File: config.mk
export PLATFORM = sky130hd
export DESIGN_NAME = tlb_xlate
export DESIGN_NICKNAME = d
export VERILOG_FILES = /design/src/rtl/tlb_pkg.sv /design/src/rtl/tlb_match_array.sv /design/src/rtl/tlb_victim_sel.sv /design/src/rtl/tlb_entry_store.sv /design/src/rtl/tlb_xlate.sv
export SDC_FILE = /design/constraint.sdc
export NUM_CORES = 1
export LEC_CHECK = 0
export CAP_MARGIN = 20
export CORE_UTILIZATION = 37
export DETAILED_ROUTE_END_ITERATION = 10
export GPL_ROUTABILITY_DRIVEN = 0
export GPL_TIMING_DRIVEN = 0
export PLACE_DENSITY = 0.59
export SETUP_SLACK_MARGIN = 0.2
export SLEW_MARGIN = 40
export SYNTH_ARGS = -nofsm -noshare
export SYNTH_HDL_FRONTEND = slang
export SYNTH_SLANG_ARGS = --single-unit
File: constraint.sdc
create_clock -name clk -period 9.13 [get_ports clk]
set_input_delay 1.826 -clock clk [delete_from_list [all_inputs] [get_ports clk]]
set_output_delay 1.826 -clock clk [all_outputs]
set_load 0.1 [all_outputs]
File: src/rtl/tlb_pkg.sv
// Shared definitions for the translation buffer: access-kind codes and the
// rights check. Assumes rights are {exec, write, read} from MSB to LSB.
package tlb_pkg;
    typedef enum logic [1:0] {
        ACC_READ  = 2'd0,
        ACC_WRITE = 2'd1,
        ACC_EXEC  = 2'd2,
        ACC_NONE  = 2'd3
    } acc_e;

    localparam int RIGHTS_W = 3;

    // Returns 1 when the rights allow the requested kind of access.
    function automatic logic access_ok(input logic [1:0] acc, input logic [RIGHTS_W-1:0] rights);
        case (acc)
            2'd0:    access_ok = rights[0];
            2'd1:    access_ok = rights[1];
            2'd2:    access_ok = rights[2];
            default: access_ok = 1'b0;
        endcase
    endfunction
endpackage

File: src/rtl/tlb_match_array.sv
// Compares a page/tag key against every slot in parallel. Produces the match
// vector, an any-match flag and the lowest matching index. Assumes the slots
// hold no duplicates, so at most one bit is set in normal operation.
module tlb_match_array #(
    parameter int N      = 8,
    parameter int VPN_W  = 8,
    parameter int ASID_W = 8,
    parameter int IDX_W  = $clog2(N)
) (
    input  logic [N-1:0]             valid,
    input  logic [N-1:0][VPN_W-1:0]  vpn_tab,
    input  logic [N-1:0][ASID_W-1:0] asid_tab,
    input  logic [VPN_W-1:0]         key_vpn,
    input  logic [ASID_W-1:0]        key_asid,
    output logic [N-1:0]             match,
    output logic                     any,
    output logic [IDX_W-1:0]         idx
);
    genvar g;
    generate
        for (g = 0; g < N; g++) begin : g_cmp
            // One comparator per slot: valid, page and tag must all agree.
            assign match[g] = valid[g] && (vpn_tab[g] == key_vpn) && (asid_tab[g] == key_asid);
        end
    endgenerate

    // Encode the lowest matching slot.
    always_comb begin
        idx = '0;
        for (int i = N - 1; i >= 0; i--) begin
            if (match[i]) idx = IDX_W'(i);
        end
    end

    assign any = |match;
endmodule

File: src/rtl/tlb_victim_sel.sv
// Chooses the slot a fill writes. The slot already holding the same page and
// tag comes first, then the lowest empty slot, then a round-robin pointer.
// The pointer advances only when a fill replaces a valid slot.
module tlb_victim_sel #(
    parameter int N     = 8,
    parameter int IDX_W = $clog2(N)
) (
    input  logic             clk,
    input  logic             rst_n,
    input  logic [N-1:0]     valid,
    input  logic             dup_any,
    input  logic [IDX_W-1:0] dup_idx,
    input  logic             commit,
    input  logic             rewind,
    output logic [IDX_W-1:0] idx
);
    logic             free_any;
    logic [IDX_W-1:0] free_idx;
    logic [IDX_W-1:0] rr_q;

    // Find the lowest-numbered empty slot.
    always_comb begin
        free_any = 1'b0;
        free_idx = '0;
        for (int i = N - 1; i >= 0; i--) begin
            if (!valid[i]) begin
                free_any = 1'b1;
                free_idx = IDX_W'(i);
            end
        end
    end

    // Apply the placement priority.
    always_comb begin
        if (dup_any)       idx = dup_idx;
        else if (free_any) idx = free_idx;
        else               idx = rr_q;
    end

    // Move the round-robin pointer on replacements and rewind it on a full flush.
    always_ff @(posedge clk) begin
        if (!rst_n)      rr_q <= '0;
        else if (rewind) rr_q <= '0;
        else if (commit && !dup_any && !free_any)
            rr_q <= (rr_q == IDX_W'(N - 1)) ? '0 : rr_q + 1'b1;
    end
endmodule

File: src/rtl/tlb_entry_store.sv
// Register array of translation slots. A full flush beats a tag flush, and a
// tag flush beats a write. Assumes the caller already suppresses writes
// during flush cycles.
module tlb_entry_store #(
    parameter int N      = 8,
    parameter int VPN_W  = 8,
    parameter int PFN_W  = 8,
    parameter int ASID_W = 8,
    parameter int RW     = 3,
    parameter int IDX_W  = $clog2(N)
) (
    input  logic                     clk,
    input  logic                     rst_n,
    input  logic                     wr_en,
    input  logic [IDX_W-1:0]         wr_idx,
    input  logic [VPN_W-1:0]         wr_vpn,
    input  logic [PFN_W-1:0]         wr_pfn,
    input  logic [RW-1:0]            wr_rights,
    input  logic [ASID_W-1:0]        wr_asid,
    input  logic                     flush_all,
    input  logic                     flush_tag_en,
    input  logic [ASID_W-1:0]        flush_tag,
    output logic [N-1:0]             valid_q,
    output logic [N-1:0][VPN_W-1:0]  vpn_q,
    output logic [N-1:0][PFN_W-1:0]  pfn_q,
    output logic [N-1:0][RW-1:0]     rights_q,
    output logic [N-1:0][ASID_W-1:0] asid_q
);
    // Update the valid flags and slot fields.
    always_ff @(posedge clk) begin
        if (!rst_n) begin
            valid_q  <= '0;
            vpn_q    <= '0;
            pfn_q    <= '0;
            rights_q <= '0;
            asid_q   <= '0;
        end else if (flush_all) begin
            valid_q <= '0;
        end else if (flush_tag_en) begin
            for (int i = 0; i < N; i++) begin
                if (asid_q[i] == flush_tag) valid_q[i] <= 1'b0;
            end
        end else if (wr_en) begin
            valid_q[wr_idx]  <= 1'b1;
            vpn_q[wr_idx]    <= wr_vpn;
            pfn_q[wr_idx]    <= wr_pfn;
            rights_q[wr_idx] <= wr_rights;
            asid_q[wr_idx]   <= wr_asid;
        end
    end
endmodule

File: src/rtl/tlb_xlate.sv
// Top of the tagged translation buffer. The lookup path is combinational from
// address, tag and access kind. Fills and flushes act at the next rising edge.
// Assumes a power-of-two slot count of at least two.
module tlb_xlate #(
    parameter int VA_W    = 16,
    parameter int OFS_W   = 8,
    parameter int PA_W    = 16,
    parameter int ASID_W  = 8,
    parameter int ENTRIES = 8
) (
    input  logic                    clk,
    input  logic                    rst_n,
    input  logic                    lk_req,
    input  logic [VA_W-1:0]         lk_vaddr,
    input  logic [1:0]              lk_acc,
    input  logic [ASID_W-1:0]       lk_asid,
    input  logic                    fill_en,
    input  logic [VA_W-OFS_W-1:0]   fill_vpn,
    input  logic [PA_W-OFS_W-1:0]   fill_pfn,
    input  logic [2:0]              fill_prot,
    input  logic [ASID_W-1:0]       fill_asid,
    input  logic                    flush_all,
    input  logic                    flush_tag_en,
    input  logic [ASID_W-1:0]       flush_tag,
    output logic [PA_W-1:0]         pa,
    output logic                    hit,
    output logic                    miss,
    output logic                    prot_fault
);
    import tlb_pkg::*;

    localparam int VPN_W = VA_W - OFS_W;
    localparam int PFN_W = PA_W - OFS_W;
    localparam int IDX_W = $clog2(ENTRIES);

    logic [ENTRIES-1:0]             valid_q;
    logic [ENTRIES-1:0][VPN_W-1:0]  vpn_q;
    logic [ENTRIES-1:0][PFN_W-1:0]  pfn_q;
    logic [ENTRIES-1:0][RIGHTS_W-1:0] rights_q;
    logic [ENTRIES-1:0][ASID_W-1:0] asid_q;

    logic [ENTRIES-1:0] lk_match, dup_match;
    logic               lk_any, dup_any, commit, allowed;
    logic [IDX_W-1:0]   lk_idx, dup_idx, wr_idx;

    // A fill is dropped in any cycle that carries a flush.
    assign commit = fill_en && !flush_all && !flush_tag_en;

    tlb_match_array #(.N(ENTRIES), .VPN_W(VPN_W), .ASID_W(ASID_W)) u_lk_match (
        .valid(valid_q), .vpn_tab(vpn_q), .asid_tab(asid_q),
        .key_vpn(lk_vaddr[VA_W-1:OFS_W]), .key_asid(lk_asid),
        .match(lk_match), .any(lk_any), .idx(lk_idx)
    );

    tlb_match_array #(.N(ENTRIES), .VPN_W(VPN_W), .ASID_W(ASID_W)) u_dup_match (
        .valid(valid_q), .vpn_tab(vpn_q), .asid_tab(asid_q),
        .key_vpn(fill_vpn), .key_asid(fill_asid),
        .match(dup_match), .any(dup_any), .idx(dup_idx)
    );

    tlb_victim_sel #(.N(ENTRIES)) u_victim (
        .clk(clk), .rst_n(rst_n), .valid(valid_q),
        .dup_any(dup_any), .dup_idx(dup_idx),
        .commit(commit), .rewind(flush_all), .idx(wr_idx)
    );

    tlb_entry_store #(.N(ENTRIES), .VPN_W(VPN_W), .PFN_W(PFN_W), .ASID_W(ASID_W),
                      .RW(RIGHTS_W)) u_store (
        .clk(clk), .rst_n(rst_n),
        .wr_en(commit), .wr_idx(wr_idx), .wr_vpn(fill_vpn), .wr_pfn(fill_pfn),
        .wr_rights(fill_prot), .wr_asid(fill_asid),
        .flush_all(flush_all), .flush_tag_en(flush_tag_en), .flush_tag(flush_tag),
        .valid_q(valid_q), .vpn_q(vpn_q), .pfn_q(pfn_q), .rights_q(rights_q), .asid_q(asid_q)
    );

    // Resolve the lookup: flags, rights check and the physical address.
    always_comb begin
        allowed    = access_ok(lk_acc, rights_q[lk_idx]);
        hit        = lk_req && lk_any;
        miss       = lk_req && !lk_any;
        prot_fault = hit && !allowed;
        pa         = (hit && allowed) ? {pfn_q[lk_idx], lk_vaddr[OFS_W-1:0]} : '0;
    end
endmodule

==> impl_metrics.py, run 1 <==
metrics = {
    "worst_hold_path": {
        "hold_path_class": "flop to flop",
    },
    "floorplanning": {
        "io_pins": 86,
        "num_rows": 70,
        "die_x_um": 195,
        "die_y_um": 195,
        "core-area_mm2": 0.0366,
        "die_area_mm2": 0.0380,
        "start_util": 0.376,
    },
    "setup_path": {
        "path_class": "input pin to primary output",
        "required_ns": 7.30,
        "slowest_delay_ns": 0.60,
        "cp.arrival_ns": 5.75,
        "cp_slowest_cell": "o311ai_1",
        "cp-start-kind": "input pin",
        "worstPathCellList": "buf_2, xnor2_1, nand4_1, nor3_1, a211oi_1, o311ai_1, a21o_1, buf_4, mux2_1, o22ai_1, or4_1, buf_6, buf_12, a31oi_2, buf_2",
        "critPathMaxFanout": 10,
        "crit_path_frequent_cell": "buf_2",
        "crit_buf_inv": 5,
        "cp-end-kind": "primary output",
        "crit_family": "compound AO/OA/AOI/OAI gates",
    },
    "sta": {
        "fin_skew_ns": 0.0195,
        "finalCritPeriodShare": 0.830,
        "slew_headroom": 0.388,
        "worst_pin_slew_ns": 0.906,
        "timing.fmax_ghz": 0.132,
        "rsz0062_at_grt": "no",
        "fin_crit_ns": 7.57,
        "drv_slew": 0,
        "finalSetupTns_ns": 0,
        "setup_viol": 0,
        "hold_viol": 0,
    },
    "yosys": {
        "synth_top_area_frac": 0.330,
        "synth_warnings": 0,
        "ys_seq_area_frac": 0.330,
        "syn-num-nets": 1599,
        "yosys.area.top_type": "dfxtp_1",
        "synth_seq_cells": 227,
        "synth_top_cells_by_area": "dfxtp_1, mux2i_1, xnor2_1, xor2_1, nand2_1",
        "synth.distinct_cells": 64,
        "syn_area_mm2": 0.0138,
        "synth_edf_count": 0,
        "async_flop_share": 0,
        "synthCells": 1530,
        "synth_ff_type": "dfxtp_1",
        "avgSynthCellArea_um2": 9.01,
    },
    "routing": {
        "route.detailed.drc": 0,
        "via_per_inst": 5.54,
        "first_pass_iters": 6,
        "dr.first_iter.drc_count": 1196,
        "wl_per_cell_um": 22.1,
        "finalWirelength_mm": 46.1,
        "num_vias": 11600,
        "drt.antenna.violating_nets": 0,
    },
    "power_and_ir_drop": {
        "p_per_area_mw_per_mm2": 144,
        "power_leakage_nw": 6.09,
        "clock_power_share": 0.453,
        "peakVddDrop_mv": 0.131,
        "seq_power_share": 0.448,
        "p_sw_w": 0.000572,
        "intPower_w": 0.00166,
        "p_sw_frac": 0.256,
        "pwr-share-comb": 0.100,
    },
    "status": {
        "status": "finished clean",
    },
    "clocking": {
        "clockBufferDepth": 3,
        "numCtsBuffers": 25,
        "ctsHoldBuffers": 0,
        "worstSkewPairLatency_ns": 0.54,
        "root_buffer": "clkbuf_16",
        "post-cts-setup-buffers": 0,
        "cts_num_sinks": 227,
        "ctsResizeCount": 0,
        "clk_pin_slew_ns": 0.06,
        "cts_tree": "done",
        "htreeDepth": 1,
    },
    "grt": {
        "overflow": 0,
        "antenna_found_initial": 2,
        "grt_pass1_wl_mm": 69.7,
        "grt_max_degree": 14,
        "grt_pass1_vias": 11200,
        "grt_use_total": 0.240,
    },
    "place": {
        "post-dp-hpwl_mm": 35.4,
        "place.port_buffers": 43,
        "dp_cells": 2043,
    },
    "finish": {
        "final_cell_count_no_fill": 2089,
        "area_delta_synth_final_pct": 12.8,
        "nets": 1671,
        "drive_above_1_share": 0.106,
    },
    "flow_run": {
        "drv_cap": 0,
    },
}
-- state kept, by name, indices dropped and copies added (netlist names) --
name / cells
u_store.vpn_q: 64
u_store.rights_q: 24
u_store.asid_q: 64
u_store.pfn_q: 64
u_store.valid_q: 8
u_victim.rr_q: 3
-- power by group through the flow --
stage	sequential, W	combinational, W	clock, W
floorplan	0.00102	0.000149	0
global placement	0.00102	0.000216	0
detailed placement	0.00102	0.000218	0
CTS	0.00100	0.000219	0.00102
global route	0.00100	0.000236	0.00107
finish	0.00100	0.000223	0.00101
-- metrics by stage --
step	hold WS, ns	utilization	cell area (um2)	worst slack (ns)	power [W]
after floorplan	0.431	-	13800	1.26	0.00117
after detailed placement	0.447	0.402	14700	1.67	0.00124
after CTS	0.458	0.425	15500	1.65	0.00224
after global routing	0.474	0.425	15500	1.47	0.00231
final	0.455	0.425	15500	1.56	0.00224
after global placement	0.439	0.404	14800	0.418	0.00124
-- Yosys cell counts, drive strengths merged (2+ instances only) --
cell     number
and4b         2
and3          5
or4          13
a21o          5
a31oi        21
nand3        25
o22a          2
ha            2
a211oi       12
o22ai         7
mux2i       238
buf          68
nor4b         4
xor2        148
o21ba         2
and2          2
o21ai         5
inv          13
or3           4
dfxtp       227
a21boi        9
or2           6
nor2         29
mux2         18
clkbuf       35
a211o         8
nand4        57
xnor2       172
nor2b         2
nor3         21
nor4         35
o21a          4
o311ai        4
o2111ai       8
a21oi         6
nand2       289
nor3b         3
and4          2
nand2b        9
-- routing by layer --
| layer | GRT usage | part of all wire |
|---|---|---|
| met5 | 0 | 0.00017 |
| met4 | 0.0983 | 0.045 |
| met2 | 0.373 | 0.43 |
| met3 | 0.0344 | 0.068 |
| met1 | 0.333 | 0.46 |
-- layout make-up --
type                    count  area (um2)
fillers                  3648       21100
multi-input cells        1187        8650
flip-flops and latches    227        4540
clock buffers              34         699
well taps                 468         586
plain buffers             103         561
repair buffers             45         345
clock inverters            11         111
inverters                  13        48.8
diodes                      1        2.50
-- worst reg2reg max path: stages (launching register included) --
cell	delay, ns
dfxtp_1	0.49
xor2_1	0.17
nor4_1	0.42
nand4_1	0.24
nor2_1	0.12
o21ba_2	0.17
o21ba_2	0.22
o21bai_1	0.15
a21oi_1	0.21
nor2_2	0.67
buf_2	0.54
mux2i_1	0.27
-- final timing paths --
| path | slack, ns | depth (start not counted) | from | to |
|---|---|---|---|---|
| hold reg to reg | 0.46 | 2 | u_store.pfn_q[19] | u_store.pfn_q[19] |
| hold / removal | 0.46 | 2 | u_store.pfn_q[19] | u_store.pfn_q[19] |
| setup reg to reg | 5.39 | 11 | u_store.asid_q[49] | u_store.rights_q[2] |
| setup / recovery | 1.56 | 15 | lk_vaddr[10] | pa[8] |
-- cell usage in the layout (no fill, tap or decap), types with 5 or more instances in the layout --
cell type	count
nand2_1	289
mux2i_1	238
dfxtp_1	227
xnor2_1	172
xor2_1	148
buf_2	66
nand4_1	57
clkbuf_1	40
nor4_1	34
nor2_1	28
nand3_1	25
clkbuf_16	25
clkdlybuf4s50_1	24
nor3_1	21
mux2_2	15
or4_1	13
inv_1	13
a211oi_1	12
buf_4	11
a31oi_1	11
a31oi_2	10
nand2b_1	9
buf_6	8
o2111ai_1	8
a21boi_0	8
a211o_1	7
clkinv_2	7
o22ai_1	6
a21oi_1	6
or2_2	5
a21o_1	5
-- logic make-up after synthesis --
family                     count (synthesis)  synth area share
xor gates and xnor gates                 320             0.203
and+or+nand+nor                          510             0.174
DFF                                      227             0.330
adders and majority gates                  2           0.00182
buffers and inverters                    116            0.0442
muxes                                    256             0.188
AOI/OAI and AO/OA                         99            0.0592
Note: power is estimated with default switching activity, not from simulation.
==> run 2: changes to the inputs <==
Settings changed: PLACE_DENSITY 0.59 to 0.61.
Clock period 9.13 ns to 6.35 ns, I/O delays scaled along.
==> run 2 against run 1 <==
Compared with the run above: die area unchanged; sequential cell count unchanged; via count about the same; final area increased by 3.0%; critical endpoint is now pa[9].
==> impl_metrics.py, run 2 (synthesis gave the netlist of run 1 again) <==
metrics = {
    "routing": {
        "drt.antenna.violating_nets": 0,
        "num_vias": 11600,
        "wl_per_cell_um": 22.0,
        "dr.first_iter.drc_count": 1033,
        "via_per_inst": 5.52,
        "first_pass_iters": 8,
        "finalWirelength_mm": 46.3,
        "route.detailed.drc": 0,
    },
    "place": {
        "dp_cells": 2044,
        "place.port_buffers": 43,
        "placed_area_mm2": 0.0148,
        "post-dp-hpwl_mm": 35.1,
    },
    "setup_path": {
        "cp-start-kind": "input pin",
        "required_ns": 5.08,
        "cp.arrival_ns": 4.81,
        "cp-end-kind": "primary output",
        "r2r_slack_ns": 2.62,
        "path_class": "input pin to primary output",
        "critPathMaxFanout": 8,
    },
    "power_and_ir_drop": {
        "pwr-share-comb": 0.102,
        "clock_power_share": 0.446,
        "p_total_w": 0.00319,
        "power_leakage_nw": 6.18,
        "seq_power_share": 0.452,
        "p_sw_frac": 0.262,
        "p_sw_w": 0.000834,
        "p_per_area_mw_per_mm2": 199,
        "peakVddDrop_mv": 0.182,
        "intPower_w": 0.00235,
    },
    "sta": {
        "slew_headroom": 0.396,
        "fin_crit_ns": 6.08,
        "setup_viol": 0,
        "finalCritPeriodShare": 0.958,
        "hold_viol": 0,
        "rsz0062_at_grt": "no",
        "drv_slew": 0,
        "timing.fmax_ghz": 0.164,
        "worst_pin_slew_ns": 0.907,
        "fin_skew_ns": 0.0121,
    },
    "floorplanning": {
        "num_rows": 70,
        "start_util": 0.376,
        "die_y_um": 195,
        "die_x_um": 195,
        "core-area_mm2": 0.0366,
        "die_area_mm2": 0.0380,
        "io_pins": 86,
    },
    "finish": {
        "nets": 1679,
        "final_util": 0.438,
        "final_cell_area_mm2": 0.0160,
        "final_cell_count_no_fill": 2098,
        "area_delta_synth_final_pct": 16.3,
        "mostFrequentLayoutCells": "nand2_1, mux2i_1, dfxtp_1, xnor2_1, xor2_1",
        "final_common_cell": "nand2_1",
        "drive_above_1_share": 0.123,
        "top_regs": "u_store.asid_q (64), u_store.pfn_q (64), u_store.vpn_q (64)",
    },
    "clocking": {
        "clk_pin_slew_ns": 0.06,
        "cts_num_sinks": 227,
        "numCtsBuffers": 25,
        "worstSkewPairLatency_ns": 0.54,
        "htreeDepth": 1,
        "clockBufferDepth": 3,
        "ctsHoldBuffers": 0,
        "cts_tree": "done",
        "root_buffer": "clkbuf_16",
    },
    "worst_hold_path": {
        "hold_path_class": "flop to flop",
    },
    "grt": {
        "overflow": 0,
        "grt_max_degree": 15,
        "grt_use_total": 0.238,
        "antenna_found_initial": 2,
        "grt_pass1_wl_mm": 69.3,
        "grt_pass1_vias": 11300,
    },
    "status": {
        "status": "finished clean",
    },
    "flow_run": {
        "drv_cap": 0,
    },
}
[run 2: cell type report]
type	count	area, um2
Timing Repair Buffer	53	548
Clock buffer	35	733
Fill cell	3566	20600
Clock inverter	11	71.3
Buffer	103	591
Inverter	13	48.8
Sequential cell	227	4540
Multi-Input combinational cell	1187	8900
Tap cell	468	586
Antenna cell	1	2.50
[run 2: repair_timing]
action                                  in CTS  in global routing
pin swaps                                    2                  9
endpoints found under the setup margin      17                 17
resized for setup                           18                 50
cloned                                       0                  2
buffers inserted                             1                  4
[run 2: final timing paths]
kind | startpoint | to | cells past startpoint
setup / recovery | lk_vaddr[13] | pa[9] | 15
hold / removal | u_store.pfn_q[19] | u_store.pfn_q[19] | 2
setup reg to reg | u_store.asid_q[49] | u_store.rights_q[2] | 11
hold reg to reg | u_store.pfn_q[19] | u_store.pfn_q[19] | 2
[run 2: worst max-delay path, stage by stage]
cell	delay, ns
buf_6	0.13
xor2_1	0.17
or4_4	0.52
or2_4	0.26
o311ai_4	0.31
o311ai_4	0.17
a21o_1	0.20
buf_6	0.15
mux2_4	0.21
o22ai_1	0.09
or4_4	0.57
buf_12	0.17
buf_12	0.14
a31oi_4	0.22
buf_12	0.20
[run 2: routing by layer]
layer / vias to the layer above / wire length [um] / global-route usage
met5: - / 11 / 0
met4: 2 / 1910 / 0.0968
met3: 104 / 3200 / 0.0345
met2: 433 / 20500 / 0.379
met1: 5601 / 20600 / 0.322
li1: 5433 / - / -
[run 2: power groups by stage]
stage | sequential, W | combinational [W] | clock, W
6_report | 0.00144 | 0.000325 | 0.00142
5_1_grt | 0.00144 | 0.000343 | 0.00150
4_1_cts | 0.00144 | 0.000316 | 0.00144
3_5_place_dp | 0.00147 | 0.000314 | 0
3_3_place_gp | 0.00147 | 0.000312 | 0
2_1_floorplan | 0.00147 | 0.000215 | 0
[run 2: metrics by stage]
step | TNS [ns] | hold WS [ns] | setup slack, ns
2_1_floorplan | 0 | 0.431 | 0.105
3_3_place_gp | -19.71 | 0.438 | -1.29
3_5_place_dp | -0.392 | 0.448 | -0.0575
4_1_cts | 0 | 0.457 | 0.196
5_1_grt | 0 | 0.474 | 0.183
6_report | 0 | 0.456 | 0.267
